<file path="src/rtl/txnib_pkg.sv">
// Shared defaults and types for the transmit nibble assembler.
// Assumes: a symbol is two equal words whose total width is a multiple of the nibble width.
package txnib_pkg;
    localparam int NIB_W_DEF  = 6;
    localparam int WORD_W_DEF = 12;

    // Framing state: hunting for a sync, or locked to a nibble count.
    typedef enum logic {
        FR_HUNT = 1'b0,
        FR_LOCK = 1'b1
    } frame_state_t;
endpackage

</file>
<file path="src/rtl/txnib_framer.sv">
// Nibble framer: tracks which slot of the symbol the current nibble fills.
// Assumes: NIBS >= 2; sync restarts at slot 0; tone mode drops lock.
module txnib_framer
    import txnib_pkg::*;
#(
    parameter int NIBS = 4
) (
    input  logic            clk,
    input  logic            rst_n,
    input  logic            sync,
    input  logic            tone,
    output logic [NIBS-2:0] wr_en,
    output logic            last
);
    localparam int IDX_W = $clog2(NIBS);
    localparam logic [IDX_W-1:0] LAST_IDX = IDX_W'(NIBS - 1);

    frame_state_t   state;
    logic [IDX_W-1:0] idx;
    logic [IDX_W-1:0] cur_slot;
    logic             active;

    // Current slot and whether this nibble is accepted.
    always_comb begin
        cur_slot = sync ? '0 : idx;
        active   = !tone && (sync || state == FR_LOCK);
        last     = active && (cur_slot == LAST_IDX);
    end

    // One write enable per held slot (the final slot goes straight out).
    genvar k;
    generate
        for (k = 0; k < NIBS - 1; k++) begin : g_we
            assign wr_en[k] = active && (cur_slot == IDX_W'(k));
        end
    endgenerate

    // Advance the slot counter and the lock state.
    always_ff @(posedge clk) begin
        if (!rst_n) begin
            state <= FR_HUNT;
            idx   <= '0;
        end else if (tone) begin
            state <= FR_HUNT;
            idx   <= '0;
        end else if (active) begin
            state <= FR_LOCK;
            idx   <= (cur_slot == LAST_IDX) ? '0 : cur_slot + 1'b1;
        end
    end
endmodule

</file>
<file path="src/rtl/txnib_capture.sv">
// Nibble capture: holds the leading nibbles of a symbol and forms the full word.
// Assumes: slot 0 is the most significant nibble; the last nibble is taken live.
module txnib_capture #(
    parameter int NIB_W = 6,
    parameter int NIBS  = 4
) (
    input  logic                  clk,
    input  logic                  rst_n,
    input  logic [NIBS-2:0]       wr_en,
    input  logic [NIB_W-1:0]      nib,
    output logic [NIB_W*NIBS-1:0] assembled
);
    genvar k;
    generate
        for (k = 0; k < NIBS - 1; k++) begin : g_slot
            logic [NIB_W-1:0] hold;
            // Store this slot's nibble when it arrives.
            always_ff @(posedge clk) begin
                if (!rst_n)
                    hold <= '0;
                else if (wr_en[k])
                    hold <= nib;
            end
            assign assembled[NIB_W*(NIBS-1-k) +: NIB_W] = hold;
        end
    endgenerate

    // Final slot comes directly from the bus.
    assign assembled[NIB_W-1:0] = nib;
endmodule

</file>
<file path="src/rtl/txnib_outreg.sv">
// Output stage: registers a finished symbol and its strobe; clears in tone mode.
// Assumes: load is high only in the cycle of a symbol's final nibble.
module txnib_outreg #(
    parameter int SYM_W = 24
) (
    input  logic             clk,
    input  logic             rst_n,
    input  logic             tone,
    input  logic             load,
    input  logic [SYM_W-1:0] din,
    output logic [SYM_W-1:0] dout,
    output logic             valid
);
    // Load, hold or clear the symbol register and strobe.
    always_ff @(posedge clk) begin
        if (!rst_n || tone) begin
            dout  <= '0;
            valid <= 1'b0;
        end else if (load) begin
            dout  <= din;
            valid <= 1'b1;
        end else begin
            valid <= 1'b0;
        end
    end
endmodule

</file>
<file path="src/rtl/txnib_assembler.sv">
// Top: builds I/Q symbols from a nibble bus under sync framing, with tone bypass.
// Assumes: inputs synchronous to clk; symbol = 2*WORD_W bits, I in the upper half.
module txnib_assembler
    import txnib_pkg::*;
#(
    parameter int NIB_W  = NIB_W_DEF,
    parameter int WORD_W = WORD_W_DEF
) (
    input  logic              clk,
    input  logic              rst_n,
    input  logic              tone_mode,
    input  logic [NIB_W-1:0]  nib_in,
    input  logic              nib_sync,
    output logic [WORD_W-1:0] sym_i,
    output logic [WORD_W-1:0] sym_q,
    output logic              sym_valid
);
    localparam int SYM_W = 2 * WORD_W;
    localparam int NIBS  = SYM_W / NIB_W;

    logic [NIBS-2:0]  wr_en;
    logic             last;
    logic [SYM_W-1:0] assembled;
    logic [SYM_W-1:0] sym_q_full;

    txnib_framer #(.NIBS(NIBS)) u_framer (
        .clk   (clk),
        .rst_n (rst_n),
        .sync  (nib_sync),
        .tone  (tone_mode),
        .wr_en (wr_en),
        .last  (last)
    );

    txnib_capture #(.NIB_W(NIB_W), .NIBS(NIBS)) u_capture (
        .clk       (clk),
        .rst_n     (rst_n),
        .wr_en     (wr_en),
        .nib       (nib_in),
        .assembled (assembled)
    );

    txnib_outreg #(.SYM_W(SYM_W)) u_out (
        .clk   (clk),
        .rst_n (rst_n),
        .tone  (tone_mode),
        .load  (last),
        .din   (assembled),
        .dout  (sym_q_full),
        .valid (sym_valid)
    );

    assign sym_i = sym_q_full[SYM_W-1:WORD_W];
    assign sym_q = sym_q_full[WORD_W-1:0];
endmodule

</file>
<file path="config.mk">
export PLATFORM = sky130hd
export DESIGN_NAME = txnib_assembler
export DESIGN_NICKNAME = d
export VERILOG_FILES = /design/src/rtl/txnib_pkg.sv /design/src/rtl/txnib_framer.sv /design/src/rtl/txnib_capture.sv /design/src/rtl/txnib_outreg.sv /design/src/rtl/txnib_assembler.sv
export SDC_FILE = /design/constraint.sdc
export NUM_CORES = 1
export LEC_CHECK = 0
export CAP_MARGIN = 30
export CORE_MARGIN = 2
export CORE_UTILIZATION = 45
export CTS_CLUSTER_DIAMETER = 30
export CTS_CLUSTER_SIZE = 20
export DETAILED_ROUTE_END_ITERATION = 8
export PLACE_DENSITY_LB_ADDON = 0.15
export SYNTH_ARGS = -nofsm -noshare
export SYNTH_HDL_FRONTEND = slang
export SYNTH_SLANG_ARGS = --single-unit
</file>
<file path="constraint.sdc">
create_clock -name clk -period 1.8 [get_ports clk]
set_input_delay 0.54 -clock clk [delete_from_list [all_inputs] [get_ports clk]]
set_output_delay 0.54 -clock clk [all_outputs]
set_load 0.01 [all_outputs]
</file>
==> out/metrics.yaml, run 1 <==
synth_top_cell_area_share: 0.510
drt-met1-wl_um: 1910
area_growth_pct: 30.4
place_hpwl_um: 2710
wl_per_cell_um: 13.6
drv_slew: 0
reg2regPathDepth: 7
dpl_cell_area_um2: 2270
cts-root-buf: "clkbuf_8"
tns_ns: 0
whs_ns: 0.461
startpoint: "u_out.dout[3]"
max_cap_violations: 0
die_w_um: 67.3
reg2reg_to: "u_capture.g_slot[0].hold[4]"
yosysTopAreaCell: "dfxtp_1"
ff_latch_area_um2: 921
antenna_found_initial: 0
n_fill_cell: 356
final_antenna_net_count: 0
synth_cell_types: 25
synth_area_leaders: "dfxtp_1 51%, nand3_1 8.3%, a21oi_1 6.9%"
grt_usage: 0.193
cts_max_level: 2
layout_common_cells: "46 x dfxtp_1, 34 x clkdlybuf4s50_1, 30 x nand3_1"
netlist_instances: 205
final_common_cell: "dfxtp_1"
post_cts_buffers: 0
clk_pin_slew_ns: 0.09
met2_length_um: 1830
dp_worst_setup_slack_ns: -0.172
critical_path_cell_count: 1
first_global_vias: 1396
die_area_um2: 4530
grt_overflow: 0
vias: 1562
grt_pass1_wl_um: 6470
max_freq_mhz: 583
wl_met3_um: 175
drc_errors: 0
cts.path.max_buffers: 2
slowest_stage: "clkdlybuf4s50_1"
cp.arrival_ns: 1.18
outcome: "finished clean"
vdd_ir_drop_max_uv: 466
rsz0062_at_grt: "no"
grt_max_degree: 28
syn_area_um2: 1810
syn_area_per_cell_um2: 8.81
layout.nets: 255
crit_buf_inv: 1
cts.repair.resized: 0
wirelength_um: 4000
hold_path.class: "flop to flop"
critPathMaxStageDelay_ns: 0.53
rows: 23
drive_above_1_share: 0.107
cp_max_fo: 2
dr.pass1.iters: 4
yosys_warnings: 0
post-route-period-util: 0.954
detail_route.vias_per_cell: 5.31
worst_slew_pin_slew_ns: 0.265
gp_congestion: 0.768
io_buffer_count: 34
worstSetupPathType: "flop to output pin"
synth_seq_cells: 46
die_y_um: 67.3
coreArea_um2: 3940
antennaDiodeCount: 0
fin_skew_ns: 0.00664
syn_nets: 216
worst_ep_required_time_ns: 1.26
postCtsHoldBufs: 0
clk_latency_ns: 0.30
p_per_area_nw_per_um2: 749
reg2reg_from: "u_framer.idx[1]"
initial_core_util: 0.458
start_kind: "flop"
setup_ws_ns: 0.0834
min_period_ns: 1.72
dr.max_layer_used: "met4"
cts_tree: "yes"
setup_viol: 0
cts_buffers: 5
regToRegSetupSlack_ns: 0.43
slew_headroom: 0.823
io_pins: 35
worstSetupEndpoint: "sym_q[3]"
hold_viol: 0
path_cells: "clkdlybuf4s50_1"
dr.first_iter.drc_count: 97
yosysSeqAreaShare: 0.510
endpoint_kind: "output pin"
cp_top_family: "buffers and inverters"
multiInputGateArea_um2: 798
cts_sinks: 46
stdcell_area_um2: 2350
leakagePower_nw: 0.828
[Yosys cell counts]
cell,n
a21boi_1,6
a21oi_1,25
and3_1,1
and3b_1,1
buf_1,2
buf_2,4
buf_6,1
clkbuf_1,11
dfxtp_1,46
ha_1,1
inv_4,1
mux2i_1,12
nand2_1,20
nand2b_1,3
nand3_1,30
nand3b_2,1
nor2_1,4
nor2b_1,1
nor2b_2,1
nor4b_4,1
o21ai_0,10
o21ai_1,20
or2_1,1
or3_1,1
xor2_1,1
[flip-flops by register name, summed over array words and instances, names as in the netlist]
register / count
u_framer.state: 1
u_capture.g_slot.hold: 18
u_out.dout: 24
u_out.valid: 1
u_framer.idx: 2
[logic make-up (layout without fill, tap and decap cells)]
family,Yosys count,count (layout),share of synthesized area
compound gates,61,61,0.177
xor+xnor,1,1,0.00485
fa+ha+maj,1,1,0.00693
buf+inv,19,58,0.0478
flops,46,46,0.510
mux,12,12,0.0665
simple gates,65,65,0.186
[report_power, final]
part           switching, mW  internal (mW)
clock network          0.346          0.267
logic                 0.0605         0.0552
registers            0.00807           1.03
[through the flow]
step	total power, mW	instances	utilization
after CTS	1.77	294	0.597
final	1.76	294	0.597
after floorplan	1.11	205	-
after global placement	1.17	287	0.577
after detailed placement	1.17	287	0.577
after global routing	1.83	294	0.597
[layer usage]
| layer | vias to the layer above | track usage |
|---|---|---|
| li1 | 791 | - |
| met1 | 729 | 0.250 |
| met2 | 35 | 0.301 |
| met3 | 7 | 0.0400 |
| met4 | 0 | 0.107 |
| met5 | - | 0 |
[cell type report]
cell class | count | area share
inverters | 1 | 0.00266
repair buffers | 50 | 0.206
clock buffers | 6 | 0.0308
flip-flops and latches | 46 | 0.391
well taps | 50 | 0.0266
clock inverters | 1 | 0.00319
multi-input cells | 140 | 0.339
[worst min-delay path by stage]
stage,startpoint,endpoint,slack [ns],cells after the start
after global placement,u_capture.g_slot[2].hold[5],u_capture.g_slot[2].hold[5],0.45,2
after CTS,u_capture.g_slot[2].hold[5],u_capture.g_slot[2].hold[5],0.46,2
final,u_capture.g_slot[2].hold[5],u_capture.g_slot[2].hold[5],0.46,2
after floorplan,u_capture.g_slot[2].hold[0],u_capture.g_slot[2].hold[0],0.43,2
after global routing,u_capture.g_slot[2].hold[3],u_capture.g_slot[2].hold[3],0.49,2
after detailed placement,u_capture.g_slot[2].hold[5],u_capture.g_slot[2].hold[5],0.45,2
No activity file was read; power rests on OpenSTA's default activity.
==> run 2: changes to the inputs <==
--- a/config.mk
+++ b/config.mk
@@ -6,8 +6,10 @@
 export NUM_CORES = 1
 export LEC_CHECK = 0
 export CAP_MARGIN = 30
+export CELL_PAD_IN_SITES_DETAIL_PLACEMENT = 1
+export CELL_PAD_IN_SITES_GLOBAL_PLACEMENT = 1
 export CORE_MARGIN = 2
-export CORE_UTILIZATION = 45
+export CORE_UTILIZATION = 34
 export CTS_CLUSTER_DIAMETER = 30
 export CTS_CLUSTER_SIZE = 20
 export DETAILED_ROUTE_END_ITERATION = 8
==> out/metrics.yaml, run 2 (same netlist as run 1, synthesis figures left out) <==
dr.pass1.iters: 2  # -2
grt_overflow: 0  # unchanged
whs_ns: 0.465  # +0.00456 ns
cts.repair.resized: 0  # unchanged
cts_max_level: 2  # unchanged
io_pins: 35  # unchanged
largest_reg_flops: 24  # unchanged
gp_congestion: 0.831  # +8.2%
final_common_cell: "dfxtp_1"
cts-root-buf: "clkbuf_8"
endpoint_kind: "output pin"
vias: 1612  # +3.2%
post-route-period-util: 0.967  # +0.0133
max_freq_mhz: 575  # -1.4%
reg_top3: "u_out.dout (24), u_capture.g_slot.hold (18), u_framer.idx (2)"
outcome: "finished clean"
crit_buf_inv: 1  # unchanged
antennaDiodeCount: 0  # unchanged
layout.nets: 254  # -0.39%
hold_path.class: "flop to flop"
die_area_um2: 5910  # +30%
critPathMaxStageDelay_ns: 0.55  # +0.02 ns
grt_usage: 0.173  # -0.0207
multiInputGateArea_um2: 798  # unchanged
wl_per_cell_um: 15.1  # +11%
stdcell_area_um2: 2370  # +0.69%
ff_latch_area_um2: 921  # unchanged
place_hpwl_um: 3460  # +28%
io_buffer_count: 34  # unchanged
first_global_vias: 1657  # +19%
drv_slew: 0  # unchanged
postCtsHoldBufs: 0  # unchanged
dr.first_iter.drc_count: 96  # -1.0%
initial_core_util: 0.354  # -0.104
regToRegSetupSlack_ns: 0.41  # -0.02 ns
clk_pin_slew_ns: 0.08  # about the same
rsz0062_at_grt: "no"
place_inst: 306  # +6.6%
min_period_ns: 1.74  # +0.0239 ns
rows: 26  # +13%
slew_headroom: 0.774  # -0.0488
wirelength_um: 4750  # +19%
path_cells: "clkdlybuf4s50_1"
n_fill_cell: 610  # +71%
grt_pass1_wl_um: 8140  # +26%
worstSetupPathType: "flop to output pin"
drive_above_1_share: 0.107  # unchanged
cp.arrival_ns: 1.20  # +0.02 ns
p_per_area_nw_per_um2: 757  # +1.1%
cts.path.max_buffers: 2  # unchanged
die_w_um: 76.9  # +14%
worst_ep_required_time_ns: 1.26  # about the same
die_y_um: 76.9  # +14%
cts_buffers: 5  # unchanged
cts_tree: "yes"
detail_route.vias_per_cell: 5.13  # -3.4%
post_cts_buffers: 0  # unchanged
final_antenna_net_count: 0  # unchanged
cp_top_family: "buffers and inverters"
drc_errors: 0  # unchanged
hold_viol: 0  # unchanged
start_kind: "flop"
grt_max_degree: 27  # -3.6%
dpl_cell_area_um2: 2280  # +0.22%
largest-register: "u_out.dout"
leakagePower_nw: 0.829  # +0.14%
area_growth_pct: 31.3
clk_latency_ns: 0.30  # about the same
setup_viol: 0  # unchanged
layout_common_cells: "46 x dfxtp_1, 34 x clkdlybuf4s50_1, 30 x nand3_1"
coreArea_um2: 5110  # +30%
cp_max_fo: 2  # unchanged
vdd_ir_drop_max_uv: 360  # -23%
antenna_found_initial: 0  # unchanged
cts_sinks: 46  # unchanged
final_cells: 314  # +6.8%
worst_slew_pin_slew_ns: 0.339  # +0.0736 ns
slowest_stage: "clkdlybuf4s50_1"
fin_skew_ns: 0.00556  # -0.00108 ns
max_cap_violations: 0  # unchanged
==> run 2: cell count changes in the layout (fill, tap and decap cells not counted), sizes merged <==
cell | previous run | this run
buf | 16 | 15
clkbuf | 6 | 7
clkinv | 0 | 1
clkinvlp | 1 | 0
==> run 2: power breakdown <==
group / switching (mW) / internal (mW)
sequential: 0.00887 / 1.03
combinational: 0.0632 / 0.0531
clock: 0.332 / 0.310
total: 0.404 / 1.39
==> run 2: final timing paths <==
check,start,end,depth (start not counted)
setup reg to reg,u_framer.idx[1],u_capture.g_slot[0].hold[5],7
setup / recovery,u_out.dout[0],sym_q[0],1
hold / removal,u_capture.g_slot[2].hold[4],u_capture.g_slot[2].hold[4],2
hold reg to reg,u_capture.g_slot[2].hold[4],u_capture.g_slot[2].hold[4],2
==> run 2: through the flow <==
step / setup TNS (ns) / util / power, mW / worst slack [ns]
CTS: 0 / 0.464 / 1.82 / 0.0480
global route: 0 / 0.464 / 1.87 / 0.0202
global placement: -2.63 / 0.446 / 1.17 / -0.135
detailed placement: -4.34 / 0.446 / 1.18 / -0.225
floorplan: 0 / - / 1.11 / 0.117
finish: 0 / 0.464 / 1.79 / 0.0595
==> run 2: cell type report <==
class	instances	area share
Inverter	1	0.00264
Clock buffer	7	0.0364
Timing Repair Buffer	49	0.196
Multi-Input combinational cell	140	0.337
Clock inverter	1	0.00211
Sequential cell	46	0.389
Tap cell	70	0.0370
==> run 2: layer usage <==
layer  up-vias  share of wire  wire length, um  track usage
met5         -              0                0            0
met4         0          0.021              102       0.0800
met3        11          0.035              167       0.0388
met2        27           0.48             2290        0.283
met1       787           0.46             2190        0.215
li1        787              -                -            -
==> run 2: worst min-delay path, stage by stage, from the launching register on <==
cell	delay, ns
dfxtp_1	0.32
nand2_1	0.05
mux2i_1	0.05
==> run 3: changes to the inputs <==
--- a/config.mk
+++ b/config.mk
@@ -14,6 +14,7 @@
 export CTS_CLUSTER_SIZE = 20
 export DETAILED_ROUTE_END_ITERATION = 8
 export PLACE_DENSITY_LB_ADDON = 0.15
+export RECOVER_POWER = 50
 export SYNTH_ARGS = -nofsm -noshare
 export SYNTH_HDL_FRONTEND = slang
 export SYNTH_SLANG_ARGS = --single-unit
==> out/metrics.yaml, run 3 (same netlist as run 1, synthesis figures left out) <==
worst_ep_required_time_ns: 1.26  # about the same
initial_core_util: 0.354  # unchanged
p_per_area_nw_per_um2: 760  # +0.41%
dpl_cell_area_um2: 2280  # unchanged
post_cts_buffers: 0  # unchanged
regToRegSetupSlack_ns: 0.41  # about the same
cp_max_fo: 2  # unchanged
final_antenna_net_count: 0  # unchanged
largest-register: "u_out.dout"
final_common_cell: "dfxtp_1"
cts_sinks: 46  # unchanged
cts_tree: "yes"
fin_skew_ns: 0.00809  # +0.00253 ns
io_buffer_count: 34  # unchanged
grt_pass1_wl_um: 8140  # unchanged
crit_buf_inv: 1  # unchanged
die_w_um: 76.9  # unchanged
layout_common_cells: "46 x dfxtp_1, 34 x clkdlybuf4s50_1, 30 x nand3_1"
worst_slew_pin_slew_ns: 0.484  # +0.145 ns
wl_per_cell_um: 15.1  # about the same
place_hpwl_um: 3460  # unchanged
hold_viol: 0  # unchanged
max_cap_violations: 0  # unchanged
drive_above_1_share: 0.102  # -0.00410
clk_latency_ns: 0.30  # about the same
n_fill_cell: 614  # +0.66%
grt_max_degree: 27  # unchanged
whs_ns: 0.466  # +0.00104 ns
die_y_um: 76.9  # unchanged
postCtsHoldBufs: 0  # unchanged
cts.path.max_buffers: 2  # unchanged
hold_path.class: "flop to flop"
cts_buffers: 5  # unchanged
cts_max_level: 2  # unchanged
leakagePower_nw: 0.824  # -0.57%
min_period_ns: 1.74  # +0.00402 ns
first_global_vias: 1657  # unchanged
rsz0062_at_grt: "no"
outcome: "finished clean"
stdcell_area_um2: 2360  # -0.37%
grt_usage: 0.173  # unchanged
reg2reg_to: "u_capture.g_slot[0].hold[5]"
vdd_ir_drop_max_uv: 360  # about the same
dr.first_iter.drc_count: 90  # -6.3%
critPathMaxStageDelay_ns: 0.56  # about the same
vias: 1616  # +0.25%
layout.nets: 254  # unchanged
hold_path.startpoint: "u_capture.g_slot[1].hold[2]"
start_kind: "flop"
cts.repair.resized: 0  # unchanged
largest_reg_flops: 24  # unchanged
rows: 26  # unchanged
max_freq_mhz: 573  # -0.23%
worstSetupPathType: "flop to output pin"
antenna_found_initial: 0  # unchanged
post-route-period-util: 0.969  # +0.00223
total_power_mw: 1.79  # about the same
worstHoldEndpoint: "u_capture.g_slot[1].hold[2]"
endpoint_kind: "output pin"
reg2reg_from: "u_framer.idx[1]"
setup_viol: 0  # unchanged
drv_slew: 0  # unchanged
io_pins: 35  # unchanged
path_cells: "clkdlybuf4s50_1"
detail_route.vias_per_cell: 5.15  # +0.25%
cp_top_family: "buffers and inverters"
reg2regPathDepth: 7  # unchanged
cp.arrival_ns: 1.20  # about the same
reg_top3: "u_out.dout (24), u_capture.g_slot.hold (18), u_framer.idx (2)"
clk_pin_slew_ns: 0.09  # about the same
whs_path_depth: 2  # unchanged
slew_headroom: 0.677  # -0.0970
dr.pass1.iters: 4  # +2
wirelength_um: 4750  # about the same
cts-root-buf: "clkbuf_8"
grt_overflow: 0  # unchanged
slowest_stage: "clkdlybuf4s50_1"
coreArea_um2: 5110  # unchanged
area_growth_pct: 30.8
antennaDiodeCount: 0  # unchanged
gp_congestion: 0.831  # unchanged
drc_errors: 0  # unchanged
die_area_um2: 5910  # unchanged
## run 3: cell types whose count changed in the layout (fill, tap and decap cells not counted), sizes merged
cell,delta
buf,-4
clkbuf,+4
## run 3: power by group
group	leakage, nW	internal [mW]	switching, mW
Sequential	0.371	1.03	0.00880
Combinational	0.405	0.0519	0.0631
Clock	0.0482	0.310	0.334
## run 3: worst register-to-register path, stage by stage, from the launching register on
cell	delay, ns
dfxtp_1	0.36
nor2b_2	0.23
inv_4	0.06
ha_1	0.19
nor2b_1	0.13
buf_4	0.15
nand3_1	0.10
a21boi_1	0.07
## run 3: metrics by stage
stage                     std cells  TNS [ns]  setup slack (ns)  utilization
after detailed placement        306     -4.34            -0.225        0.446
final                           314         0            0.0555        0.462
after global routing            314         0            0.0202        0.462
after floorplan                 205         0             0.117            -
after CTS                       314         0            0.0480        0.464
after global placement          306     -2.63            -0.135        0.446
## run 3: area by class of cell
type	instances	area, um^2	area share
multi-input combinational	140	798	0.338
tap	70	87.6	0.0371
sequential	46	921	0.390
inverter	1	6.26	0.00265
timing repair buffer	49	457	0.193
clock inverter	1	5.00	0.00212
clock buffer	7	86.3	0.0366
## run 3: how the worst max path moves through the flow
stage / startpoint / endpoint / slack, ns / cells past startpoint
final: u_out.dout[0] / sym_q[0] / 0.06 / 1
after floorplan: nib_sync / u_capture.g_slot[0].hold[0] / 0.12 / 8
after global routing: u_out.dout[1] / sym_q[1] / 0.02 / 1
after CTS: u_out.dout[1] / sym_q[1] / 0.05 / 1
after detailed placement: nib_sync / u_capture.g_slot[0].hold[5] / -0.23 / 8
after global placement: tone_mode / u_capture.g_slot[1].hold[5] / -0.14 / 4
## run 3: per-layer routing
| metal | global-route usage | part of all wire |
|---|---|---|
| met1 | 0.215 | 0.46 |
| met2 | 0.283 | 0.49 |
| met3 | 0.0388 | 0.036 |
| met4 | 0.0800 | 0.022 |
| met5 | 0 | 0 |
